`config.mk`:
```
export PLATFORM = sky130hd
export DESIGN_NAME = border_search
export DESIGN_NICKNAME = d
export VERILOG_FILES = /design/src/rtl/border_search_pkg.sv /design/src/rtl/border_search_ctrl.sv /design/src/rtl/border_search_dp.sv /design/src/rtl/border_search.sv
export SDC_FILE = /design/constraint.sdc
export NUM_CORES = 1
export LEC_CHECK = 0
export BUFFER_PORTS_ARGS = -buffer_cell sky130_fd_sc_hd__buf_4
export CAP_MARGIN = 20
export CORE_MARGIN = 2
export CORE_UTILIZATION = 50
export DETAILED_ROUTE_END_ITERATION = 16
export PLACE_DENSITY = 0.72
export SYNTH_ARGS = -nofsm -noshare
export SYNTH_HDL_FRONTEND = slang
export SYNTH_SLANG_ARGS = --single-unit
```
`constraint.sdc`:
```
create_clock -name clk -period 3.2 [get_ports clk]
set_clock_uncertainty 0.15 [all_clocks]
set_input_delay 0.8 -clock clk [delete_from_list [all_inputs] [get_ports clk]]
set_output_delay 0.8 -clock clk [all_outputs]
set_load 0.01 [all_outputs]
```
`src/rtl/border_search_pkg.sv`:
```
package border_search_pkg;

  localparam logic [2:0] REG_START_X = 3'd0;
  localparam logic [2:0] REG_START_Y = 3'd1;
  localparam logic [2:0] REG_REF     = 3'd2;
  localparam logic [2:0] REG_CFG     = 3'd3;
  localparam logic [2:0] REG_LAUNCH  = 3'd4;
  localparam logic [2:0] REG_IRQCLR  = 3'd5;

  typedef enum logic [1:0] {
    DEPTH_2  = 2'd0,
    DEPTH_4  = 2'd1,
    DEPTH_8  = 2'd2,
    DEPTH_8B = 2'd3
  } depthSel_t;

  typedef struct packed {
    logic load;    // snapshot operands, start position
    logic step;    // advance to next pixel
    logic finish;  // write results
  } srchStrobe_t;

  typedef enum logic [1:0] {
    ST_IDLE = 2'd0,
    ST_REQ  = 2'd1,
    ST_WAIT = 2'd2
  } srchState_t;

endpackage

```
`src/rtl/border_search_ctrl.sv`:
```
module border_search_ctrl
  import border_search_pkg::*;
(
  input  logic        clk,
  input  logic        rstN,
  input  logic        regWe,
  input  logic [2:0]  regAddr,
  input  logic        clearBit,
  input  logic        rdValid,
  input  logic        hit,
  input  logic        atEdge,
  output srchStrobe_t strobe,
  output logic        rdReq,
  output logic        busy,
  output logic        irq
);

  srchState_t state, stateNext;
  logic irqFlag;
  logic launchWr, clearWr;

  assign launchWr = regWe && (regAddr == REG_LAUNCH);
  assign clearWr  = regWe && (regAddr == REG_IRQCLR) && clearBit;

  always_comb begin
    stateNext = state;
    strobe    = '0;
    rdReq     = 1'b0;
    case (state)
      ST_IDLE: begin
        if (launchWr) begin
          strobe.load = 1'b1;
          stateNext   = ST_REQ;
        end
      end
      ST_REQ: begin
        rdReq     = 1'b1;
        stateNext = ST_WAIT;
      end
      ST_WAIT: begin
        if (rdValid) begin
          if (hit || atEdge) begin
            strobe.finish = 1'b1;
            stateNext     = ST_IDLE;
          end else begin
            strobe.step = 1'b1;
            stateNext   = ST_REQ;
          end
        end
      end
      default: stateNext = ST_IDLE;
    endcase
  end

  always_ff @(posedge clk) begin
    if (!rstN) begin
      state   <= ST_IDLE;
      irqFlag <= 1'b0;
    end else begin
      state <= stateNext;
      if (strobe.finish)
        irqFlag <= 1'b1;
      else if (clearWr)
        irqFlag <= 1'b0;
    end
  end

  assign busy = (state != ST_IDLE);
  assign irq  = irqFlag;

endmodule

```
`src/rtl/border_search_dp.sv`:
```
module border_search_dp
  import border_search_pkg::*;
#(
  parameter int SCREEN_W = 256,
  parameter int SCREEN_H = 256,
  parameter int DATA_W   = 16,
  localparam int X_W     = $clog2(SCREEN_W),
  localparam int Y_W     = $clog2(SCREEN_H),
  localparam int ADDR_W  = X_W + Y_W
) (
  input  logic              clk,
  input  logic              rstN,
  input  logic              regWe,
  input  logic [2:0]        regAddr,
  input  logic [DATA_W-1:0] regWdata,
  input  srchStrobe_t       strobe,
  input  logic [7:0]        rdData,
  output logic [ADDR_W-1:0] rdAddr,
  output logic              hit,
  output logic              atEdge,
  output logic              found,
  output logic [X_W-1:0]    borderX
);

  logic [X_W-1:0] startXReg, curX;
  logic [Y_W-1:0] startYReg, curY;
  logic [7:0]     refReg, refR;
  logic [3:0]     cfgReg;
  logic           dirR, eqR;
  depthSel_t      depthR, depthCfg;
  logic [7:0]     pix, refCut, shifted2;
  logic           unusedData;

  assign unusedData = ^regWdata;
  assign depthCfg   = depthSel_t'(cfgReg[3:2]);

  // operand registers, truncation realises the modulo masking
  always_ff @(posedge clk) begin
    if (!rstN) begin
      startXReg <= '0;
      startYReg <= '0;
      refReg    <= '0;
      cfgReg    <= '0;
    end else if (regWe) begin
      case (regAddr)
        REG_START_X: startXReg <= regWdata[X_W-1:0];
        REG_START_Y: startYReg <= regWdata[Y_W-1:0];
        REG_REF:     refReg    <= regWdata[7:0];
        REG_CFG:     cfgReg    <= regWdata[3:0];
        default: ;
      endcase
    end
  end

  always_comb begin
    case (depthCfg)
      DEPTH_2: refCut = {6'b0, refReg[1:0]};
      DEPTH_4: refCut = {4'b0, refReg[3:0]};
      default: refCut = refReg;
    endcase
  end

  // working state
  always_ff @(posedge clk) begin
    if (!rstN) begin
      curX    <= '0;
      curY    <= '0;
      refR    <= '0;
      dirR    <= 1'b0;
      eqR     <= 1'b0;
      depthR  <= DEPTH_8;
      found   <= 1'b0;
      borderX <= '0;
    end else begin
      if (strobe.load) begin
        curX   <= startXReg;
        curY   <= startYReg;
        refR   <= refCut;
        dirR   <= cfgReg[0];
        eqR    <= cfgReg[1];
        depthR <= depthCfg;
      end else if (strobe.step) begin
        curX <= dirR ? curX - 1'b1 : curX + 1'b1;
      end
      if (strobe.finish) begin
        found   <= hit;
        borderX <= curX;
      end
    end
  end

  // byte address of current pixel
  always_comb begin
    case (depthR)
      DEPTH_2: rdAddr = {2'b0, curY, curX[X_W-1:2]};
      DEPTH_4: rdAddr = {1'b0, curY, curX[X_W-1:1]};
      default: rdAddr = {curY, curX};
    endcase
  end

  // MSB-first pixel extraction
  assign shifted2 = rdData >> {~curX[1:0], 1'b0};

  always_comb begin
    case (depthR)
      DEPTH_2: pix = {6'b0, shifted2[1:0]};
      DEPTH_4: pix = {4'b0, curX[0] ? rdData[3:0] : rdData[7:4]};
      default: pix = rdData;
    endcase
  end

  assign hit    = eqR ? (pix == refR) : (pix != refR);
  assign atEdge = dirR ? (curX == '0) : (curX == {X_W{1'b1}});

endmodule

```
`src/rtl/border_search.sv`:
```
module border_search
  import border_search_pkg::*;
#(
  parameter int SCREEN_W = 256,
  parameter int SCREEN_H = 256,
  localparam int X_W     = $clog2(SCREEN_W),
  localparam int Y_W     = $clog2(SCREEN_H),
  localparam int ADDR_W  = X_W + Y_W
) (
  input  logic              clk,
  input  logic              rstN,
  input  logic              regWe,
  input  logic [2:0]        regAddr,
  input  logic [15:0]       regWdata,
  output logic              rdReq,
  output logic [ADDR_W-1:0] rdAddr,
  input  logic              rdValid,
  input  logic [7:0]        rdData,
  output logic              busy,
  output logic              found,
  output logic [X_W-1:0]    borderX,
  output logic              irq
);

  srchStrobe_t strobe;
  logic hit, atEdge;

  border_search_ctrl uCtrl (
    .clk      (clk),
    .rstN     (rstN),
    .regWe    (regWe),
    .regAddr  (regAddr),
    .clearBit (regWdata[0]),
    .rdValid  (rdValid),
    .hit      (hit),
    .atEdge   (atEdge),
    .strobe   (strobe),
    .rdReq    (rdReq),
    .busy     (busy),
    .irq      (irq)
  );

  border_search_dp #(
    .SCREEN_W (SCREEN_W),
    .SCREEN_H (SCREEN_H),
    .DATA_W   (16)
  ) uDp (
    .clk      (clk),
    .rstN     (rstN),
    .regWe    (regWe),
    .regAddr  (regAddr),
    .regWdata (regWdata),
    .strobe   (strobe),
    .rdData   (rdData),
    .rdAddr   (rdAddr),
    .hit      (hit),
    .atEdge   (atEdge),
    .found    (found),
    .borderX  (borderX)
  );

endmodule

```
==> impl_results.md, run 1 <==
* Fillers at 631
* Final Hold Violating Endpoints at 0
* Placer's final routability congestion estimate at 0.820
* DR vias/cell at about 5.5
* Share of the synthesized area in the top cell type at 0.393
* Cts repair resizes at 0
* Hold slack at 0.310 ns
* Worst IR drop on VDD at 0.000340 V
* Sequential-to-total area share from yosys stat at 0.393
* CP arrival at about 3 ns
* Placed cell area at 3920 µm²
* Crit-path max FO at 11
* Final Instance Area at about 4100 µm²
* Yosys cell types at 43
* P per Cell Area at 397 nW/µm²
* Vias at 3104
* Setup Fix Bufs, Post-CTS at 0
* CTS tree: built
* First-pass GRT wire length at about 13 mm
* Power Internal at 0.00120 W
* Share of power burned in registers at 0.535
* Cell Area, Synth at 3470 µm²
* Post-synthesis net count at 474
* RSZ-0062 raised after global routing: false
* Total CTS buffers at 9
* FFs w/ async S/R, synth at 0
* Main combinational cell family by area after synthesis: simple AND/OR/NAND/NOR gates
* Setup violators final at 0
* Num rows at 30
* Startpoint types: register
* Clk sinks at 68
* Power share of the clock group at 0.385
* CP max stage cell: dfxtp_1
* Drt first pass iters at 4
* Max-slew headroom at the worst pin at 0.446
* Post-synthesis cell count at 436
* CP required at roughly 3.3 ns
* Hold Crit Class: reg -> reg
* Met1 GRT Util at 0.318
* H-tree depth at 3
* Layout cells sized above 1 at 0.173
* Synth area leaders: dfxtp_1 39%, nand2_1 12%, mux2i_1 12%
* Largest net degree at the start of global routing at 37
* Skew-Pair Late Insertion Delay at 0.34 ns
* Vias in the first global route at approximately 2800
* Synth top cells by count: 109 x nand2_1, 68 x dfxtp_1, 40 x mux2i_1
* Final worst-path cycle share at 0.876
* Post-Synth XOR/XNOR Area at 0.0379
* Total die area at around 7600 µm²
* DRC at 0
* Drt total wl at 7.99 mm
* Final design utilization at 0.606
* Largest area contributor in the netlist: dfxtp_1
* M2 GR Usage at 0.333
* Post-synthesis mux area share at 0.122
* DIE HEIGHT at 87.3 µm
* Combinational cell fraction of total power at 0.080
* Antenna diodes at 0
* Die width at 87.3 µm
* DP HPWL at 5.89 mm
* Status: completed
* Most common cell in the netlist: nand2_1
* # port buffers at 50
* Mean Syn Cell Area at 7.95 µm²
* Initial antenna violation count at 0
* EDFF count, synth at 0
* Power Total at approximately 0.0016 W
* Number of routed nets with antenna violations at 0
* M3 GR Usage at 0.0502
* Final worst path period need at 2.80 ns
* Starting Density at 0.513
* Dominant synthesized flop cell: dfxtp_1
* Post-synthesis compound-gate area fraction at 0.147
* Initial DRC Count at 118
* Top Ports at 59
* Max Cap Viol at 0
* WL/cell at approximately 14 µm
* Critical-path cell list: mux2_2 > a22oi_1 > o221ai_1 > xnor2_1 > nand3_1 > xor2_1 > o21ai_0 > buf_4 > mux2i_1
* Setup TNS at 0 ns
* #FFs+latches synth at about 70
* Post-Synth Adder-Cell Area at 0.0274
* Static Leakage at 1.59 nW
* YS warnings at 0
* CTS clk-pin slew, worst paths at 0.08 ns
* Area growth, synth to finish at 18.2%
* Sw frac at 0.263
* Top Usage Layer GRT: met2
* Total gr overflow at 0
* Nets at ~520
* Hold buffer count at cts at 0
* Crit Path Category: reg -> reg
* Max Freq at between 0.3 and 0.4 GHz
* Final Slew Violations at 0
* Net Sw Power at 0.000428 W
* Worst-Margin Slew at 0.825 ns
* Root buffer cell: clkbuf_8
* Max Buffers Root-to-Sink at 2
* Critical Path End Type: register
* Total GRT Usage at 0.220
* Simple-gate area share of the yosys netlist at 0.230
* Critical Path Max Stage Delay at 0.54 ns
* Total core area at 6760 µm²
-- final timing paths --
| kind | start | end | slack (ns) | cells past startpoint |
|---|---|---|---|---|
| worst max-delay path | uDp.curX[0]$_SDFFE_PN0P_ | uDp.borderX[6]$_SDFFE_PN0P_ | 0.40 | 9 |
| worst min-delay path | uDp.refReg[0]$_SDFFE_PN0P_ | uDp.refReg[0]$_SDFFE_PN0P_ | 0.31 | 2 |
| worst max register to register | uDp.curX[0]$_SDFFE_PN0P_ | uDp.borderX[6]$_SDFFE_PN0P_ | 0.40 | 9 |
| worst min register to register | uDp.refReg[0]$_SDFFE_PN0P_ | uDp.refReg[0]$_SDFFE_PN0P_ | 0.31 | 2 |
-- worst max-delay path, delay by kind of cell (launching register included) --
kind                      cells  cell delay, ns
AOI/OAI and AO/OA             3            0.66
muxes                         2            0.58
xor gates and xnor gates      2            0.36
buffers and inverters         1            0.25
and+or+nand+nor               1            0.19
DFF                           1            0.54
-- placed cells by master (no fill, tap or decap), drive strengths merged, types with 3 or more instances in the layout --
| cell type | synthesis | layout |
|---|---|---|
| nand3 | 9 | 9 |
| inv | 6 | 7 |
| o211ai | 3 | 3 |
| ha | 6 | 6 |
| buf | 7 | 62 |
| and2 | 3 | 3 |
| nand3b | 4 | 4 |
| nand2 | 109 | 109 |
| clkinv | 0 | 5 |
| mux2i | 40 | 40 |
| xor2 | 5 | 5 |
| a21o | 3 | 3 |
| nor4 | 3 | 3 |
| clkbuf | 22 | 9 |
| nor3 | 5 | 5 |
| xnor2 | 10 | 10 |
| nor2 | 31 | 31 |
| o21ai | 22 | 22 |
| nor2b | 4 | 4 |
| dfxtp | 68 | 68 |
| a21oi | 39 | 39 |
| a211oi | 6 | 6 |
| a22oi | 7 | 7 |
-- registers in the layout (all words and copies together), names as in the netlist, 4 cells and up --
register / flops
uDp.refR: 8
uDp.startYReg: 8
uDp.refReg: 8
uDp.startXReg: 8
uDp.curY: 8
uDp.cfgReg: 4
uDp.curX: 8
uDp.borderX: 8
-- metrics by stage --
stage          worst slack, ns  instances
2_1_floorplan            0.596        436
3_3_place_gp             0.163        549
3_5_place_dp            0.0979        549
4_1_cts                  0.381        565
5_1_grt                  0.153        565
6_report                 0.398        565
-- power by group through the flow --
stage / registers [W] / logic [W] / clock network, W
final: 0.000870 / 0.000131 / 0.000627
after global routing: 0.000872 / 0.000145 / 0.000668
after CTS: 0.000870 / 0.000131 / 0.000639
after detailed placement: 0.000890 / 0.000131 / 0
after global placement: 0.000889 / 0.000127 / 0
after floorplan: 0.000884 / 0.0000767 / 0
-- kinds of logic (layout without fill, tap and decap cells) --
group,Yosys count,after routing
AND/OR/NAND/NOR,182,182
AO/OA/AOI/OAI,87,87
flip-flops,68,68
multiplexers,42,42
buffers and inverters,35,84
XOR/XNOR,15,15
adder cells (fa/ha/maj),7,7
-- layout make-up --
type | count | area, µm² | area share
well taps | 80 | 100 | 0.0244
clock inverters | 7 | 52.6 | 0.0128
multi-input cells | 333 | 1960 | 0.478
repair buffers | 62 | 478 | 0.117
clock buffers | 9 | 124 | 0.0302
flip-flops and latches | 68 | 1360 | 0.332
inverters | 6 | 22.5 | 0.00550
-- metal layers --
metal	routed length (µm)	vias up	part of all wire
li1	-	1583	-
met1	3960	1449	0.50
met2	3600	63	0.45
met3	339	9	0.042
met4	91	0	0.011
met5	0	-	0
(Power assumes the default switching activity.)
==> run 2, diff against run 1 <==
--- a/config.mk
+++ b/config.mk
@@ -10,6 +10,7 @@
 export CORE_MARGIN = 2
 export CORE_UTILIZATION = 50
 export DETAILED_ROUTE_END_ITERATION = 16
+export MAX_ROUTING_LAYER = met4
 export PLACE_DENSITY = 0.72
 export SYNTH_ARGS = -nofsm -noshare
 export SYNTH_HDL_FRONTEND = slang
==> run 2 against run 1 <==
  * Maximum frequency about the same
  * Combinational power hardly changed
  * Global-route usage grew 0.66 points
  * Final cell count unchanged
  * Critical path type unchanged
  * Highest routed layer unchanged
==> impl_results.md, run 2 (synthesis gave the netlist of run 1 again) <==
* Status: completed
* Sw frac at 0.263 (about the same)
* Combinational cell fraction of total power at 0.080 (about the same)
* Area growth, synth to finish at 18.2% (unchanged)
* First-pass GRT wire length at 13.2 mm (-0.11%)
* CTS clk-pin slew, worst paths at 0.08 ns (about the same)
* FF-to-FF End: uDp.borderX[6]$_SDFFE_PN0P_
* Critical Path End Type: register
* CTS tree: built
* Commonest non-fill, non-tap cell in the layout: nand2_1
* Final worst path period need at 2.80 ns (-0.000250 ns)
* Nets at 518 (unchanged)
* Number of routed nets with antenna violations at 0 (unchanged)
* Critical Path Max Stage Delay at 0.54 ns (about the same)
* DR vias/cell at 5.47 (-0.45%)
* Hold endpoint: uDp.refReg[1]$_SDFFE_PN0P_
* CP arrival at 2.93 ns (about the same)
* Max Cap Viol at 0 (unchanged)
* Total GRT Usage at 0.226 (+0.00660)
* Total gr overflow at 0 (unchanged)
* R2R depth at 9 (unchanged)
* Total core area at 6760 µm² (unchanged)
* DRC at 0 (unchanged)
* Final Hold Violating Endpoints at 0 (unchanged)
* Layout cells sized above 1 at 0.173 (unchanged)
* Root buffer cell: clkbuf_8
* Hold slack at 0.310 ns (+0.000172 ns)
* Num rows at 30 (unchanged)
* H-tree depth at 3 (unchanged)
* Drt total wl at 8.02 mm (+0.39%)
* Initial DRC Count at 131 (+11%)
* CP bufs+invs at 1 (unchanged)
* Power share of the clock group at 0.385 (about the same)
* Placer's final routability congestion estimate at 0.832 (+1.5%)
* Setup TNS at 0 ns (unchanged)
* RSZ-0062 raised after global routing: false
* Setup Fix Bufs, Post-CTS at 0 (unchanged)
* Net Sw Power at 0.000429 W (about the same)
* Max-slew headroom at the worst pin at 0.451 (+0.00495)
* Starting Density at 0.513 (unchanged)
* Most frequent cells in the layout: 109 x nand2_1, 68 x dfxtp_1, 61 x buf_4
* CP max stage cell: dfxtp_1
* Worst-Margin Slew at 0.818 ns (-0.00737 ns)
* # port buffers at 50 (unchanged)
* Worst R2R Start: uDp.curX[0]$_SDFFE_PN0P_
* Critical-path cell list: mux2_2 > a22oi_1 > o221ai_1 > xnor2_1 > nand3_1 > xor2_1 > o21ai_0 > buf_4 > mux2i_1
* Top Ports at 59 (unchanged)
* Clk sinks at 68 (unchanged)
* Drt first pass iters at 4 (unchanged)
* Crit path max-delay family: compound AO/OA/AOI/OAI gates
* Final Slew Violations at 0 (unchanged)
* Largest net degree at the start of global routing at 37 (unchanged)
* DIE HEIGHT at 87.3 µm (unchanged)
* Die width at 87.3 µm (unchanged)
* R2R setup slack at 0.40 ns (about the same)
* Startpoint types: register
* WHS Path Cells at 2 (unchanged)
* Hold Crit Class: reg -> reg
* Skew-Pair Late Insertion Delay at 0.34 ns (about the same)
* DP HPWL at 5.89 mm (unchanged)
* Crit Path Category: reg -> reg
* Worst IR drop on VDD at 0.000341 V (about the same)
* Vias in the first global route at 2802 (+0.18%)
* HP Start: uDp.refReg[1]$_SDFFE_PN0P_
* Static Leakage at 1.59 nW (unchanged)
* Setup violators final at 0 (unchanged)
* Max Buffers Root-to-Sink at 2 (unchanged)
* Initial antenna violation count at 0 (unchanged)
* Final worst-path cycle share at 0.876 (about the same)
* Fillers at 631 (unchanged)
* Hold buffer count at cts at 0 (unchanged)
* WL/cell at 14.2 µm (+0.39%)
* P per Cell Area at 397 nW/µm² (about the same)
* Share of power burned in registers at 0.535 (about the same)
* Vias at 3090 (-0.45%)
* Power Internal at 0.00120 W (about the same)
* Cts repair resizes at 0 (unchanged)
* Crit-path max FO at 11 (unchanged)
* Antenna diodes at 0 (unchanged)
* CP required at 3.32 ns (about the same)
* Total die area at 7620 µm² (unchanged)
* Total CTS buffers at 9 (unchanged)
* Max Freq at 0.357 GHz (about the same)
-- run 2: stage by stage --
step | instances | setup slack, ns | area (µm²) | power (W) | utilization
2_1_floorplan | 436 | 0.596 | 3470 | 0.000961 | -
3_3_place_gp | 549 | 0.163 | 3920 | 0.00102 | 0.580
3_5_place_dp | 549 | 0.0979 | 3920 | 0.00102 | 0.580
4_1_cts | 565 | 0.381 | 4100 | 0.00164 | 0.606
5_1_grt | 565 | 0.153 | 4100 | 0.00169 | 0.606
6_report | 565 | 0.398 | 4100 | 0.00163 | 0.606
-- run 2: power groups by stage --
stage	sequential, W	clock (W)	combinational (W)
final	0.000870	0.000627	0.000131
after global routing	0.000872	0.000669	0.000145
after CTS	0.000870	0.000639	0.000131
after detailed placement	0.000890	0	0.000131
after global placement	0.000889	0	0.000127
after floorplan	0.000884	0	0.0000767
-- run 2: final cells by class --
| class | instances | area [µm²] | area share |
|---|---|---|---|
| multi-input combinational | 333 | 1960 | 0.478 |
| inverter | 6 | 22.5 | 0.00550 |
| clock inverter | 7 | 52.6 | 0.0128 |
| tap | 80 | 100 | 0.0244 |
| clock buffer | 9 | 124 | 0.0302 |
| timing repair buffer | 62 | 478 | 0.117 |
| sequential | 68 | 1360 | 0.332 |
-- run 2: how the worst max path moves through the flow --
stage	start	endpoint	slack (ns)	cells after the start
final	uDp.curX[0]$_SDFFE_PN0P_	uDp.borderX[6]$_SDFFE_PN0P_	0.40	9
after global routing	uDp.curX[0]$_SDFFE_PN0P_	uDp.borderX[6]$_SDFFE_PN0P_	0.15	9
after CTS	uDp.curX[0]$_SDFFE_PN0P_	uDp.borderX[6]$_SDFFE_PN0P_	0.38	9
after detailed placement	rdData[6]	uDp.borderX[6]$_SDFFE_PN0P_	0.1	10
after global placement	rdData[6]	uDp.borderX[5]$_SDFFE_PN0P_	0.16	10
after floorplan	rdData[4]	uDp.curX[7]$_SDFFE_PN0P_	0.60	9
-- run 2: per-layer routing --
layer	up-vias	global-route usage	share of wire
met4	0	0.0573	0.0097
met1	1432	0.316	0.49
li1	1580	-	-
met2	72	0.333	0.45
met5	-	-	0
met3	6	0.0502	0.047
-- run 2: worst reg2reg max path: stages (launching register included) --
cell	delay, ns
dfxtp_1	0.54
mux2_2	0.38
a22oi_1	0.21
o221ai_1	0.16
xnor2_1	0.15
nand3_1	0.19
xor2_1	0.21
o21ai_0	0.29
buf_4	0.25
mux2i_1	0.21
==> run 3, diff against run 2 <==
--- a/config.mk
+++ b/config.mk
@@ -8,10 +8,10 @@
 export BUFFER_PORTS_ARGS = -buffer_cell sky130_fd_sc_hd__buf_4
 export CAP_MARGIN = 20
 export CORE_MARGIN = 2
-export CORE_UTILIZATION = 50
+export CORE_UTILIZATION = 45
 export DETAILED_ROUTE_END_ITERATION = 16
 export MAX_ROUTING_LAYER = met4
-export PLACE_DENSITY = 0.72
+export PLACE_DENSITY = 0.66
 export SYNTH_ARGS = -nofsm -noshare
 export SYNTH_HDL_FRONTEND = slang
 export SYNTH_SLANG_ARGS = --single-unit
==> run 3 against run 2 <==
  * Core utilization shrank 6.2 points
  * Critical endpoint is now uDp.borderX[7]$_SDFFE_PN0P_
  * Die area grew 11%
  * Register-to-register slack hardly changed
  * Sequential share of layout area down 0.37 points
  * Count of clock-buffer cells in the layout unchanged
  * Clock power up 17%
  * Critical path type unchanged
  * Routed wire length up 0.66%
  * Global-route usage decreased by 2.2 points
==> impl_results.md, run 3 (synthesis gave the netlist of run 1 again) <==
* P per Cell Area at 418 nW/µm² (+5.2%)
* Max-slew headroom at the worst pin at 0.494 (+0.0438)
* CP arrival at 2.92 ns (about the same)
* Clk sinks at 68 (unchanged)
* Num rows at 32 (+6.7%)
* DP HPWL at 5.80 mm (-1.5%)
* DR vias/cell at 5.24 (-4.3%)
* Drt total wl at 8.07 mm (+0.66%)
* Setup TNS at 0 ns (unchanged)
* Vias in the first global route at 2810 (+0.29%)
* Startpoint types: register
* Critical Path End Type: register
* Crit-path max FO at 11 (unchanged)
* H-tree depth at 3 (unchanged)
* Placer's final routability congestion estimate at 0.845 (+1.5%)
* Antenna diodes at 0 (unchanged)
* CP max stage cell: dfxtp_1
* Setup Fix Bufs, Post-CTS at 0 (unchanged)
* Final Hold Violating Endpoints at 0 (unchanged)
* Final worst path period need at 2.79 ns (-0.0129 ns)
* Setup violators final at 0 (unchanged)
* DRC at 0 (unchanged)
* Final worst slack at 0.411 ns (+0.0129 ns)
* Status: completed
* Max Buffers Root-to-Sink at 2 (unchanged)
* CTS tree: built
* Hold slack at 0.309 ns (-0.00148 ns)
* Hold Crit Class: reg -> reg
* Commonest non-fill, non-tap cell in the layout: nand2_1
* Top Ports at 59 (unchanged)
* Root buffer cell: clkbuf_8
* RSZ-0062 raised after global routing: false
* Cts repair resizes at 0 (unchanged)
* Initial antenna violation count at 0 (unchanged)
* Worst IR drop on VDD at 0.000209 V (-39%)
* Total die area at 8420 µm² (+11%)
* First-pass GRT wire length at 13.5 mm (+2.2%)
* Hold buffer count at cts at 0 (unchanged)
* Largest net degree at the start of global routing at 58 (+57%)
* Non-Filler Instances at 587 (+3.9%)
* DIE HEIGHT at 91.8 µm (+5.2%)
* Critical Path Max Stage Delay at 0.55 ns (about the same)
* Starting Density at 0.456 (-0.0574)
* Final worst-path cycle share at 0.872 (-0.00403)
* Total core area at 7610 µm² (+13%)
* Drt first pass iters at 4 (unchanged)
* # port buffers at 50 (unchanged)
* Critical-path cell list: mux2_2 > a22oi_1 > o221ai_1 > xnor2_1 > nand3_1 > xor2_1 > o21ai_0 > buf_4 > mux2i_1
* CP required at 3.33 ns (about the same)
* Post-Place Cells at 571 (+4.0%)
* Final design utilization at 0.545 (-0.0617)
* Final Slew Violations at 0 (unchanged)
* Total CTS buffers at 9 (unchanged)
* Die width at 91.8 µm (+5.2%)
* Worst-Margin Slew at 0.753 ns (-0.0652 ns)
* Crit Path Category: reg -> reg
* DP Worst Slack at 0.101 ns (+0.00331 ns)
* CTS clk-pin slew, worst paths at 0.08 ns (about the same)
* Total GRT Usage at 0.205 (-0.0217)
* Max Cap Viol at 0 (unchanged)
* Static Leakage at 1.60 nW (+0.56%)
* Max Freq at 0.359 GHz (+0.46%)
* Initial DRC Count at 166 (+27%)
* Vias at 3073 (-0.55%)
* Area growth, synth to finish at 19.5%
* Skew-Pair Late Insertion Delay at 0.35 ns (about the same)
* WL/cell at 13.7 µm (-3.1%)
* Layout cells sized above 1 at 0.173 (unchanged)
* Most frequent cells in the layout: 109 x nand2_1, 68 x dfxtp_1, 62 x buf_4
* Number of routed nets with antenna violations at 0 (unchanged)
* Nets at 518 (unchanged)
* Total gr overflow at 0 (unchanged)
[run 3: changes by cell type in the layout (fill, tap and decap cells not counted)]
cell,previous run,this run
clkinv_2,2,0
buf_12,1,0
buf_4,61,62
bufinv_16,0,1
inv_8,0,1
[run 3: path summary, 6_finish.rpt]
check,startpoint,endpoint,slack [ns],depth (start not counted)
max reg2reg,uDp.curX[0]$_SDFFE_PN0P_,uDp.borderX[7]$_SDFFE_PN0P_,0.41,9
min,uDp.cfgReg[1]$_SDFFE_PN0P_,uDp.eqR$_SDFFE_PN0P_,0.31,2
min reg2reg,uDp.cfgReg[1]$_SDFFE_PN0P_,uDp.eqR$_SDFFE_PN0P_,0.31,2
max,uDp.curX[0]$_SDFFE_PN0P_,uDp.borderX[7]$_SDFFE_PN0P_,0.41,9
[run 3: stage by stage]
step           cell area, µm²  power, W
2_1_floorplan            3470  0.000961
3_3_place_gp             3940   0.00102
3_5_place_dp             3940   0.00102
4_1_cts                  4140   0.00175
5_1_grt                  4140   0.00180
6_report                 4140   0.00173
[run 3: final cells by class]
| type | instances | area [µm²] |
|---|---|---|
| inverter | 6 | 22.5 |
| timing repair buffer | 62 | 465 |
| fill | 744 | 3460 |
| clock buffer | 9 | 124 |
| multi-input combinational | 333 | 1960 |
| clock inverter | 7 | 83.8 |
| sequential | 68 | 1360 |
| tap | 102 | 128 |
[run 3: worst max-delay path, delay by kind of cell, from the launching register on]
kind	cells	cell delay, ns
muxes	2	0.60
DFF	1	0.55
and+or+nand+nor	1	0.19
AOI/OAI and AO/OA	3	0.61
buffers and inverters	1	0.25
xor gates and xnor gates	2	0.36
[run 3: routing by layer]
layer	track usage	part of all wire
met1	0.282	0.50
met2	0.300	0.44
met3	0.0378	0.045
met4	0.0759	0.016
met5	-	0
[run 3: report_power, final]
part	switching (W)	leakage, nW	internal [W]	total, W
Clock	0.000362	0.102	0.000371	0.000733
Sequential	0.0000132	0.549	0.000857	0.000870
Combinational	0.0000723	0.946	0.0000558	0.000128
Total	0.000447	1.60	0.00128	0.00173
